<file path="config.mk">
export PLATFORM = sky130hd
export DESIGN_NAME = sar_ctrl_seq
export DESIGN_NICKNAME = d
export VERILOG_FILES = /design/src/rtl/sar_seq_pkg.sv /design/src/rtl/sar_word_rx.sv /design/src/rtl/sar_chan_decode.sv /design/src/rtl/sar_approx.sv /design/src/rtl/sar_ctrl_seq.sv
export SDC_FILE = /design/constraint.sdc
export NUM_CORES = 1
export LEC_CHECK = 0
export ABC_AREA = 1
export BUFFER_PORTS_ARGS = -buffer_cell sky130_fd_sc_hd__buf_2
export CORE_ASPECT_RATIO = 1.2
export CORE_MARGIN = 2
export CORE_UTILIZATION = 40
export DETAILED_ROUTE_END_ITERATION = 6
export PLACE_DENSITY = 0.62
export SLEW_MARGIN = 5
export SYNTH_ARGS = -nofsm -noshare
export SYNTH_HDL_FRONTEND = slang
export SYNTH_SLANG_ARGS = --single-unit
</file>
<file path="constraint.sdc">
create_clock -name clk -period 2.9 [get_ports clk]
set_input_delay 0.145 -clock clk [delete_from_list [all_inputs] [get_ports clk]]
set_output_delay 0.145 -clock clk [all_outputs]
set_load 0.01 [all_outputs]
</file>
<file path="src/rtl/sar_seq_pkg.sv">
package sar_seq_pkg;
  typedef enum logic [1:0] {
    ST_IDLE = 2'd0,
    ST_WORD = 2'd1,
    ST_ACQ  = 2'd2,
    ST_CONV = 2'd3
  } seq_state_t;

  // command field positions in the full 8-bit word (MSB first on the wire)
  localparam int unsigned CH_HI   = 6;
  localparam int unsigned CH_LO   = 4;
  localparam int unsigned SE_POS  = 3;
  localparam int unsigned PD_HI   = 1;
  localparam int unsigned PD_LO   = 0;
endpackage

</file>
<file path="src/rtl/sar_word_rx.sv">
module sar_word_rx
  import sar_seq_pkg::*;
#(
  parameter int unsigned WORD_BITS = 8,
  parameter int unsigned TRACK_BIT = 5
) (
  input  logic                 clk,
  input  logic                 rst_n,
  input  logic                 cs_n,
  input  logic                 sclk,
  input  logic                 din,
  input  logic                 conv_done,
  output logic                 track,
  output logic                 track_go,
  output logic                 hold_go,
  output logic [WORD_BITS-1:0] word
);
  localparam int unsigned CW = $clog2(WORD_BITS + 1);

  seq_state_t           state, state_d;
  logic [CW-1:0]        cnt, cnt_d;
  logic [WORD_BITS-1:0] sreg, sreg_d;
  logic                 sclk_q;
  logic                 rise, fall, sel;

  assign rise = sclk & ~sclk_q;
  assign fall = ~sclk & sclk_q;
  assign sel  = ~cs_n;

  always_comb begin
    state_d  = state;
    cnt_d    = cnt;
    sreg_d   = sreg;
    track_go = 1'b0;
    hold_go  = 1'b0;
    case (state)
      ST_IDLE: begin
        if (sel && rise && din) begin
          state_d = ST_WORD;
          cnt_d   = CW'(1);
          sreg_d  = WORD_BITS'(1);
        end
      end
      ST_WORD: begin
        if (!sel) begin
          state_d = ST_IDLE;
        end else begin
          if (rise) begin
            sreg_d = {sreg[WORD_BITS-2:0], din};
            cnt_d  = cnt + CW'(1);
          end
          if (fall && (cnt == CW'(TRACK_BIT))) begin
            state_d  = ST_ACQ;
            track_go = 1'b1;
          end
        end
      end
      ST_ACQ: begin
        if (!sel) begin
          state_d = ST_IDLE;
        end else begin
          if (rise) begin
            sreg_d = {sreg[WORD_BITS-2:0], din};
            cnt_d  = cnt + CW'(1);
          end
          if (fall && (cnt == CW'(WORD_BITS))) begin
            state_d = ST_CONV;
            hold_go = 1'b1;
          end
        end
      end
      ST_CONV: begin
        if (conv_done) state_d = ST_IDLE;
      end
      default: state_d = ST_IDLE;
    endcase
  end

  always_ff @(posedge clk or negedge rst_n) begin
    if (!rst_n) begin
      state  <= ST_IDLE;
      cnt    <= '0;
      sreg   <= '0;
      sclk_q <= 1'b0;
    end else begin
      state  <= state_d;
      cnt    <= cnt_d;
      sreg   <= sreg_d;
      sclk_q <= sclk;
    end
  end

  assign track = (state == ST_ACQ);
  assign word  = sreg;
endmodule

</file>
<file path="src/rtl/sar_chan_decode.sv">
module sar_chan_decode #(
  parameter int unsigned CH_BITS = 3
) (
  input  logic [CH_BITS-1:0] chan,
  input  logic               single,
  output logic [CH_BITS-1:0] pos,
  output logic [CH_BITS-1:0] neg,
  output logic               neg_com
);
  // pairs are adjacent channels differing only in bit 0
  always_comb begin
    pos     = chan;
    neg_com = single;
    neg     = single ? '0 : {chan[CH_BITS-1:1], ~chan[0]};
  end
endmodule

</file>
<file path="src/rtl/sar_approx.sv">
module sar_approx #(
  parameter int unsigned RES_BITS = 12
) (
  input  logic                clk,
  input  logic                rst_n,
  input  logic                start,
  input  logic                cmp,
  output logic                busy,
  output logic [RES_BITS-1:0] dac,
  output logic                done,
  output logic [RES_BITS-1:0] result
);
  localparam int unsigned IW = $clog2(RES_BITS);

  logic [IW-1:0]       idx, idx_d;
  logic [RES_BITS-1:0] work, work_d, result_d, trial;
  logic                busy_d, done_d;

  assign trial = RES_BITS'(1) << idx;
  assign dac   = busy ? (work | trial) : '0;

  always_comb begin
    idx_d    = idx;
    work_d   = work;
    busy_d   = busy;
    result_d = result;
    done_d   = 1'b0;
    if (!busy) begin
      if (start) begin
        busy_d = 1'b1;
        idx_d  = IW'(RES_BITS - 1);
        work_d = '0;
      end
    end else begin
      if (cmp) work_d = work | trial;
      if (idx == '0) begin
        busy_d   = 1'b0;
        done_d   = 1'b1;
        result_d = cmp ? (work | trial) : work;
      end else begin
        idx_d = idx - IW'(1);
      end
    end
  end

  always_ff @(posedge clk or negedge rst_n) begin
    if (!rst_n) begin
      idx    <= '0;
      work   <= '0;
      busy   <= 1'b0;
      done   <= 1'b0;
      result <= '0;
    end else begin
      idx  <= idx_d;
      work <= work_d;
      busy <= busy_d;
      done <= done_d;
      if (done_d) result <= result_d;
    end
  end
endmodule

</file>
<file path="src/rtl/sar_ctrl_seq.sv">
module sar_ctrl_seq
  import sar_seq_pkg::*;
#(
  parameter int unsigned WORD_BITS = 8,
  parameter int unsigned TRACK_BIT = 5,
  parameter int unsigned CH_BITS   = 3,
  parameter int unsigned PD_BITS   = 2,
  parameter int unsigned RES_BITS  = 12
) (
  input  logic                clk,
  input  logic                rst_n,
  input  logic                cs_n,
  input  logic                sclk,
  input  logic                din,
  input  logic                cmp_i,
  output logic                track_o,
  output logic                samp_o,
  output logic                mux_neg_o,
  output logic [CH_BITS-1:0]  pos_ch_o,
  output logic [CH_BITS-1:0]  neg_ch_o,
  output logic                neg_com_o,
  output logic [PD_BITS-1:0]  pd_o,
  output logic                busy_o,
  output logic [RES_BITS-1:0] dac_o,
  output logic                done_o,
  output logic [RES_BITS-1:0] result_o
);
  // bits still to arrive when tracking starts; fields sit lower by this much
  localparam int unsigned LAG = WORD_BITS - TRACK_BIT;

  logic                 track_go, hold_go, track;
  logic [WORD_BITS-1:0] word, early;
  logic [CH_BITS-1:0]   pos_d, neg_d;
  logic                 com_d;

  sar_word_rx #(.WORD_BITS(WORD_BITS), .TRACK_BIT(TRACK_BIT)) u_rx (
    .clk(clk), .rst_n(rst_n), .cs_n(cs_n), .sclk(sclk), .din(din),
    .conv_done(done_o), .track(track), .track_go(track_go),
    .hold_go(hold_go), .word(word)
  );

  assign early = word << LAG;

  sar_chan_decode #(.CH_BITS(CH_BITS)) u_dec (
    .chan(early[CH_HI:CH_LO]), .single(early[SE_POS]),
    .pos(pos_d), .neg(neg_d), .neg_com(com_d)
  );

  always_ff @(posedge clk or negedge rst_n) begin
    if (!rst_n) begin
      samp_o    <= 1'b0;
      pos_ch_o  <= '0;
      neg_ch_o  <= '0;
      neg_com_o <= 1'b1;
      pd_o      <= '0;
    end else begin
      samp_o <= hold_go;
      if (track_go) begin
        pos_ch_o  <= pos_d;
        neg_ch_o  <= neg_d;
        neg_com_o <= com_d;
      end
      if (hold_go) pd_o <= word[PD_HI:PD_LO];
    end
  end

  sar_approx #(.RES_BITS(RES_BITS)) u_sar (
    .clk(clk), .rst_n(rst_n), .start(samp_o), .cmp(cmp_i),
    .busy(busy_o), .dac(dac_o), .done(done_o), .result(result_o)
  );

  assign track_o   = track;
  assign mux_neg_o = samp_o | busy_o;
endmodule

</file>
==> results.ini, run 1 <==
[cts]
cts_sinks=51
cts_max_path_buffers=2
htreeDepth=2
cts_buffers=5
cts_tree=built
root_buffer=clkbuf_8
cts_resized=0
clock_latency_ps=310
clk_pin_slew_ps=100

[logic_synthesis]
synth-simple-area-share_pct=16.2
synth_compound_area_share_pct=16.9
yosys.area.top_type=dfrtp_1
dominantRegCellSynth=dfrtp_1
synth-edff-count=0
synthAdderAreaFrac_pct=6.31
ys_warn_count=0
synth_nets=313
yosys.area.top_type_share_pct=48.5
netlist_instances=294
synth_top_family_by_area=compound AO/OA/AOI/OAI gates
synthesis.area_um2=2580
synth_mux_area_share_pct=0
synthDistinctLibCells=29
yosysSeqAreaShare_pct=49.5
synthTopCellsByArea=dfrtp_1 49%, inv_1 7.6%, nand2_1 6.7%
async_flop_share_pct=100
synth-seq-cells=51
synth_xor_area_share_pct=0.679
synth.avg_cell_area_um2=8.77

[die]
die_h_um=92.0
ios=44
start_util_pct=40.8
die-area_um2=7110
die_x_um=77.3
core-area_um2=6330
num_rows=32

[sta]
period_needed_ps=2090
hold_viol=0
rsz0062_at_grt=no
relSlewSlack_pct=48.1
finalSetupTns_ps=0
skew_ps=13.3
final_max_slew_viol_count=0
finalCritPeriodShare_pct=72.0
fin_hold_ws_ps=132
worst_pin_slew_ps=778
setup_viol=0
fmax_mhz=479

[global_route]
grt_overflow_total=0
grtUsageTotal_pct=15.9
antenna_found_initial=0
grt_start_max_net_pins=35
grt_pass1_vias=1965
grt_pass1_wl_mm=9.11

[routing]
vias=2003
drt-total-wl_mm=5.23
dr.pass1.iters=4
drc_errors=0
initialDrtViolationCount=94
detail_route.wl_per_cell_um=12.3
final_antenna_net_count=0
viasPerCell=4.70

[critical_path]
crit_type=flop to primary output
crit_required_ps=2760
cp-end-kind=primary output
startpoint_type=flop
cp.arrival_ps=1940
crit_fanout=25

[pwr]
ir_drop_v=0.000402
powerDensity_nw_per_um2=897
static-leakage-power_nw=1.60
power_mw=2.68

[cells_and_area]
syn2layout_area_growth_pct=15.8
antennaDiodeCount=0
nNetsFinal=359
drive_gt1_share_pct=23.8
postLayoutCoreUtil_pct=47.2

[placement]
port_buffers=43
routabilityCongestion=0.758
dp_hpwl_mm=3.79

[worst_hold_path]
hold_class=input pin to flop

[status]
status=complete, no violations

[job]
max-cap-violations=0

[cell families after synthesis]
kind of cell    Yosys count
compound gates           74
fa+ha+maj                13
xor+xnor                  2
flops                    51
simple gates             91
buf+inv                  63
[critical path, cell delays in order (launching register included)]
cell,delay [ps]
dfrtp_1,490
clkinv_1,610
a21oi_1,350
buf_2,170
[what timing repair did]
item,in CTS,in global routing
hold buffers,2,0
buffers inserted,0,0
hold endpoints to repair,33,0
[per-stage QoR]
step                instances  cell area (um2)  worst slack (ps)
finish                    426             2990               813
global route              426             2990               580
CTS                       426             2990               759
detailed placement        416             2850              1120
global placement          416             2850              1160
floorplan                 294             2580              1450
[cell usage after synthesis (3+ instances only)]
cell / n
nor2_1: 19
nor2_2: 3
nand2_2: 4
a31oi_1: 3
nand3_1: 12
o21ai_0: 34
a21oi_1: 7
o22ai_1: 12
inv_1: 52
o21ai_1: 5
nand2_1: 46
dfrtp_1: 50
buf_2: 3
o21ai_2: 12
ha_1: 13
[sequential cells by signal (all words and copies together) (netlist names)]
register and flops:
u_sar.busy 1, neg_ch_o 3, u_rx.word 4, u_sar.idx 4, neg_com_o 1, pos_ch_o 3, u_rx.cnt 4, u_rx.sclk_q 1
u_sar.done 1, samp_o 1, pd_o 2, u_rx.state 2, u_sar.result 12, u_sar.work 12
[layout make-up]
| class | count | area [um2] |
|---|---|---|
| Fill cell | 673 | 3340 |
| Inverter | 56 | 213 |
| Tap cell | 85 | 106 |
| Multi-Input combinational cell | 180 | 1030 |
| Sequential cell | 51 | 1280 |
| Timing Repair Buffer | 46 | 243 |
| Clock inverter | 3 | 43.8 |
| Clock buffer | 5 | 68.8 |
[cells in the final DEF (no fill, tap or decap), types with 2 or more instances in the layout]
master / netlist / layout
inv_2: 2 / 2
nor2_2: 3 / 3
inv_1: 52 / 52
a21oi_1: 7 / 7
xor2_1: 2 / 2
ha_1: 13 / 13
or2_2: 2 / 2
o21ai_1: 5 / 5
dfrtp_1: 50 / 50
nand3_1: 12 / 12
clkbuf_8: 1 / 5
nand2_4: 2 / 2
nor2_1: 19 / 19
nand2_2: 4 / 4
dlygate4sd3_1: 0 / 2
buf_2: 3 / 43
o21ai_0: 34 / 34
nand2_1: 46 / 46
o21ai_2: 12 / 12
o22ai_1: 12 / 12
a31oi_1: 3 / 3
[path summary, 6_finish.rpt]
kind                         startpoint              end  slack (ps)  cells past startpoint
setup / recovery             u_sar.busy         dac_o[6]         810                      3
hold / removal                      din     u_rx.word[0]         130                      3
setup reg to reg           u_sar.idx[1]  u_sar.result[0]        1150                      9
hold reg to reg               neg_com_o        neg_com_o         480                      2
max in group asynchronous         rst_n  u_sar.result[2]        1700                      3
min in group asynchronous         rst_n  u_sar.result[3]         450                      2
[where the power goes]
| part | switching, mW | internal, mW |
|---|---|---|
| registers | 0.156 | 0.958 |
| logic | 0.662 | 0.405 |
| clock network | 0.241 | 0.257 |
[layer usage]
metal  global-route usage, %  wire (um)  vias up
li1                        -          -     1035
met1                    21.1       2510      925
met2                    26.2       2430       36
met3                    2.66        197        7
met4                    5.80         83        0
met5                       0          0        -
No activity file was read; power rests on OpenSTA's default activity.
==> run 2: changes to the inputs <==
--- a/config.mk
+++ b/config.mk
@@ -5,7 +5,7 @@
 export SDC_FILE = /design/constraint.sdc
 export NUM_CORES = 1
 export LEC_CHECK = 0
-export ABC_AREA = 1
+export ABC_AREA = 0
 export BUFFER_PORTS_ARGS = -buffer_cell sky130_fd_sc_hd__buf_2
 export CORE_ASPECT_RATIO = 1.2
 export CORE_MARGIN = 2
==> constraint.sdc (replaced) <==
create_clock -name clk -period 2.2 [get_ports clk]
set_input_delay 0.11 -clock clk [delete_from_list [all_inputs] [get_ports clk]]
set_output_delay 0.11 -clock clk [all_outputs]
set_load 0.01 [all_outputs]
==> run 2 against run 1 <==
Compared with the run above: power shrank 38%; sequential power down 15%; clock-buffer cell count unchanged; combinational power shrank 96%; first-iteration DRC count is 27% higher; final area is 0.46% higher; largest power group unchanged.
==> results.ini, run 2 <==
[status]
status=complete, no violations

[global_route]
grt_pass1_wl_mm=9.11
grt_util_met2_pct=28.1
antenna_found_initial=0
grtUsageMet3_pct=3.68
grtUsageMet1_pct=20.4
grt_pass1_vias=1948
grt_start_max_net_pins=20
grtUsageTotal_pct=16.3
grt_busiest_layer=met2
grt_overflow_total=0

[logic_synthesis]
synth-seq-cells=51
synth_nets=280
ys_warn_count=0
synth_common_cells=50 x dfrtp_1, 37 x a21oi_1, 33 x nor2_1, 21 x nand2_1, 15 x nor2b_1
synth-edff-count=0
yosys.area.top_type_share_pct=49.4
yosysSeqAreaShare_pct=50.5
async_flop_share_pct=100
yosys.area.top_type=dfrtp_1
synthesis.area_um2=2530
yosysMostFrequentCell=dfrtp_1
synthDistinctLibCells=40
synth.avg_cell_area_um2=9.70
dominantRegCellSynth=dfrtp_1
netlist_instances=261
synthTopCellsByArea=dfrtp_1 49%, a21oi_1 7.3%, ha_1 6.4%

[critical_path]
critPathBufInv=1
cp_slowest_cell=or4b_1
critPathMaxStageDelay_ps=690
crit_chain=inv_1 -> ha_1 -> mux2i_1 -> or4b_1 -> o21ai_0 -> a22o_1
crit_type=flop to flop
path_delay_family=simple AND/OR/NAND/NOR gates
cp-end-kind=flop
startpoint_type=flop
crit_required_ps=2470
crit_fanout=14
cp.arrival_ps=2240

[die]
core-area_um2=6090
die_h_um=91.1
num_rows=31
ios=44
die-area_um2=6980
die_x_um=76.6
start_util_pct=41.6

[placement]
dp_hpwl_mm=3.92
placed_area_um2=2860
port_buffers=43
routabilityCongestion=0.759
dp_cells=380

[cells_and_area]
fillers=589
final_common_cell=dfrtp_1
fin_area_um2=3000
layout.area.seq_um2=1280
reg_top3=u_sar.result: 12 flops, u_sar.work: 12 flops
nNetsFinal=326
antennaDiodeCount=0
multi_input_area_um2=1140
postLayoutCoreUtil_pct=49.3
syn2layout_area_growth_pct=18.5
drive_gt1_share_pct=23.4
fin_cells=390
final_cell_mix=50 x dfrtp_1, 43 x buf_2, 37 x a21oi_1

[sta]
setup_viol=0
finalSetupTns_ps=0
fmax_mhz=506
hold_viol=0
skew_ps=9.42
final_max_slew_viol_count=0
relSlewSlack_pct=65.6
worst_pin_slew_ps=514
period_needed_ps=1980
rsz0062_at_grt=no
finalCritPeriodShare_pct=89.9

[cts]
cts_max_path_buffers=2
htreeDepth=2
clk_pin_slew_ps=100
root_buffer=clkbuf_8
cts_resized=0
cts_tree=built
cts_sinks=51
cts_buffers=5
clock_latency_ps=320

[routing]
vias=1982
drt-total-wl_mm=5.32
drc_errors=0
dr.pass1.iters=4
detail_route.wl_per_cell_um=13.6
initialDrtViolationCount=119
viasPerCell=5.08
final_antenna_net_count=0

[pwr]
p_sw_share_pct=21.9
seqPwrFrac_pct=56.7
pwr-share-clk_pct=40.9
static-leakage-power_nw=1.38
internal_power_mw=1.29
ir_drop_v=0.000361
powerDensity_nw_per_um2=552
combPwrFrac_pct=2.4
p_sw_mw=0.363

[worst_hold_path]
hold_class=input pin to flop

[job]
max-cap-violations=0

run 2: cell count changes after synthesis, sizes merged, moves of 5 or more:
cell,change
o22ai,-12
inv,-43
a21oi,+30
clkbuf,+8
nand3,-11
nand2,-31
mux2,+5
nand2b,+6
nor2,+10
o21ai,-38
nor2b,+15
run 2: cells by family after synthesis:
group | after synthesis | synth area share (%)
simple gates | 88 | 17.5
compound gates | 73 | 17.2
flops | 51 | 50.5
mux | 7 | 3.31
fa+ha+maj | 13 | 6.43
buf+inv | 29 | 5.04
run 2: per-stage QoR:
| step | hold slack, ps | setup slack [ps] | total power, mW |
|---|---|---|---|
| global route | 175 | 39.7 | 1.72 |
| detailed placement | 71.0 | 210 | 0.996 |
| global placement | 69.8 | 286 | 0.996 |
| CTS | 145 | 209 | 1.68 |
| finish | 147 | 222 | 1.66 |
| floorplan | -186 | 330 | 0.965 |
run 2: cell type report:
type | instances | area share [%]
multi-input combinational | 181 | 38.0
clock inverter | 3 | 1.54
sequential | 51 | 42.6
tap | 82 | 3.42
clock buffer | 5 | 2.29
inverter | 12 | 1.50
timing repair buffer | 56 | 10.6
run 2: worst paths after layout:
| kind | start | to | slack (ps) | cells past startpoint |
|---|---|---|---|---|
| setup / recovery | u_rx.state[0] | u_rx.cnt[3] | 220 | 6 |
| hold / removal | din | u_rx.word[0] | 150 | 3 |
| setup reg to reg | u_rx.state[0] | u_rx.cnt[3] | 220 | 6 |
| hold reg to reg | neg_ch_o[0] | neg_ch_o[0] | 490 | 2 |
| max in group asynchronous | rst_n | neg_com_o | 1320 | 3 |
| min in group asynchronous | rst_n | u_sar.idx[3] | 250 | 2 |
run 2: per-layer routing:
| layer | wire length [um] | part of all wire [%] |
|---|---|---|
| met1 | 2400 | 45 |
| met2 | 2660 | 50 |
| met3 | 186 | 3.5 |
| met4 | 65 | 1.2 |
| met5 | 0 | 0 |
run 2: power groups by stage:
stage / clock [mW] / combinational, mW / sequential (mW)
floorplan: 0 / 0.00762 / 0.958
global placement: 0 / 0.0384 / 0.957
detailed placement: 0 / 0.0388 / 0.957
CTS: 0.699 / 0.0419 / 0.939
global route: 0.733 / 0.0463 / 0.939
finish: 0.677 / 0.0402 / 0.939
run 2: worst min-delay path, stage by stage:
cell       delay (ps)
buf_2             120
nand4bb_1         120
a21oi_1            80
run 2: repair_timing:
item / 4_1_cts / 5_1_grt
hold buffers: 2 / 0
hold endpoints to repair: 17 / 0
setup buffers: 0 / 0
==> run 3: changes to the inputs <==
--- a/config.mk
+++ b/config.mk
@@ -15,4 +15,5 @@
 export SLEW_MARGIN = 5
 export SYNTH_ARGS = -nofsm -noshare
 export SYNTH_HDL_FRONTEND = slang
+export SYNTH_HIERARCHICAL = 1
 export SYNTH_SLANG_ARGS = --single-unit
==> run 3 against run 2 <==
Compared with the run above: synthesized cell count is 1.1% lower; final area is 0.42% higher; global-route usage hardly changed; highest routed layer unchanged.
==> results.ini, run 3 <==
[die]
die_x_um=77.9
die-area_um2=7230
num_rows=32
core-area_um2=6410
die_h_um=92.7
start_util_pct=41.0
ios=44

[sta]
final.setup.worst_slack_ps=214
relSlewSlack_pct=54.7
finalCritPeriodShare_pct=90.3
final_max_slew_viol_count=0
setup_viol=0
hold_viol=0
fmax_mhz=503
worst_pin_slew_ps=680
fin_hold_ws_ps=166
period_needed_ps=1990
rsz0062_at_grt=no
skew_ps=11.5
finalSetupTns_ps=0

[pwr]
static-leakage-power_nw=1.37
internal_power_mw=2.09
pwr-share-clk_pct=20.8
seqPwrFrac_pct=40.8
p_sw_mw=1.28
p_sw_share_pct=37.9
powerDensity_nw_per_um2=1120
ir_drop_v=0.000637
combPwrFrac_pct=38.4

[logic_synthesis]
ys_warn_count=6
synthesis.area_um2=2620
netlist_instances=258
synth_nets=276
synth.avg_cell_area_um2=10.2

[cells_and_area]
multi_input_area_um2=1200
layout.area.seq_um2=1280
drive_gt1_share_pct=25.8
syn2layout_area_growth_pct=14.8
postLayoutCoreUtil_pct=47.0
antennaDiodeCount=0
nNetsFinal=316
final_common_cell=dfrtp_1
reg_top3=u_sar/result: 12 flops, u_sar/work: 12 flops
final_cell_mix=50 x dfrtp_1, 43 x buf_2, 39 x a21oi_1
fillers=645

[critical_path]
reg2reg_slack_ps=360
crit_type=flop to primary output
ff2ff_path_depth=5
crit_start=u_sar/idx[0]
cp-endpoint=dac_o[0]
startpoint_type=flop
crit_required_ps=2090
crit_fanout=7
r2r-end=u_rx/cnt[3]
r2r-start=u_rx/state[0]
cp-end-kind=primary output
cp.arrival_ps=1880

[global_route]
grt_overflow_total=0
grt_pass1_wl_mm=9.42
antenna_found_initial=0
grt_start_max_net_pins=31
grt_pass1_vias=1945
grtUsageTotal_pct=16.3

[cts]
clk_pin_slew_ps=90
cts_tree=built
clock_latency_ps=310
cts_resized=0
htreeDepth=2
cts_sinks=51
cts_buffers=5
cts_max_path_buffers=2
root_buffer=clkbuf_8

[placement]
pre_cts_ws_ps=374
dp_hpwl_mm=3.91
port_buffers=43
routabilityCongestion=0.841

[routing]
vias=1988
initialDrtViolationCount=83
final_antenna_net_count=0
detail_route.wl_per_cell_um=14.1
drc_errors=0
drt-total-wl_mm=5.43
viasPerCell=5.18
dr.pass1.iters=4

[worst_hold_path]
hold_class=input pin to flop

[job]
max-cap-violations=0

[status]
status=complete, no violations

[run 3: worst min path at each step]
stage	slack [ps]	startpoint	depth (start not counted)	to
floorplan	-190	rst_n	0	neg_ch_o[0]
global placement	180	rst_n	1	u_sar/result[4]
detailed placement	190	rst_n	1	u_sar/result[5]
CTS	160	cs_n	3	u_rx/state[0]
global route	190	cs_n	3	u_rx/state[0]
finish	170	cs_n	3	u_rx/state[0]
[run 3: what timing repair did]
action / 4_1_cts / 5_1_grt
hold buffers: 2 / 0
hold endpoints to repair: 29 / 0
setup buffers: 0 / 0
[run 3: final cells by class]
cell class | count | share of cell area (%)
clock inverters | 2 | 1.29
inverters | 10 | 1.25
clock buffers | 6 | 2.74
well taps | 85 | 3.53
repair buffers | 50 | 9.06
multi-input cells | 180 | 39.7
flip-flops and latches | 51 | 42.4
[run 3: metrics by stage]
stage / instances / instance area [um2] / power [mW]
2_1_floorplan: 258 / 2620 / 2.35
3_3_place_gp: 374 / 2870 / 2.65
3_5_place_dp: 374 / 2870 / 2.69
4_1_cts: 384 / 3010 / 3.40
5_1_grt: 384 / 3010 / 3.64
6_report: 384 / 3010 / 3.37
[run 3: power by group through the flow]
stage | registers [mW] | logic [mW] | clock network, mW
finish | 1.37 | 1.29 | 0.700
global route | 1.42 | 1.47 | 0.751
CTS | 1.38 | 1.30 | 0.718
detailed placement | 1.40 | 1.29 | 0
global placement | 1.38 | 1.27 | 0
floorplan | 1.40 | 0.958 | 0
[run 3: metal layers]
metal  GRT usage (%)  share of wire (%)  vias to the layer above
li1                -                  -                      975
met1            20.1                 45                      950
met2            27.8                 48                       53
met3            4.00                5.0                       10
met4            5.85                1.7                        0
met5               0                  0                        -
[run 3: worst max-delay path, stage by stage (launching register included)]
cell,delay (ps)
dfrtp_1,430
inv_1,150
ha_1,320
nor3b_4,380
o21a_1,170
buf_2,130
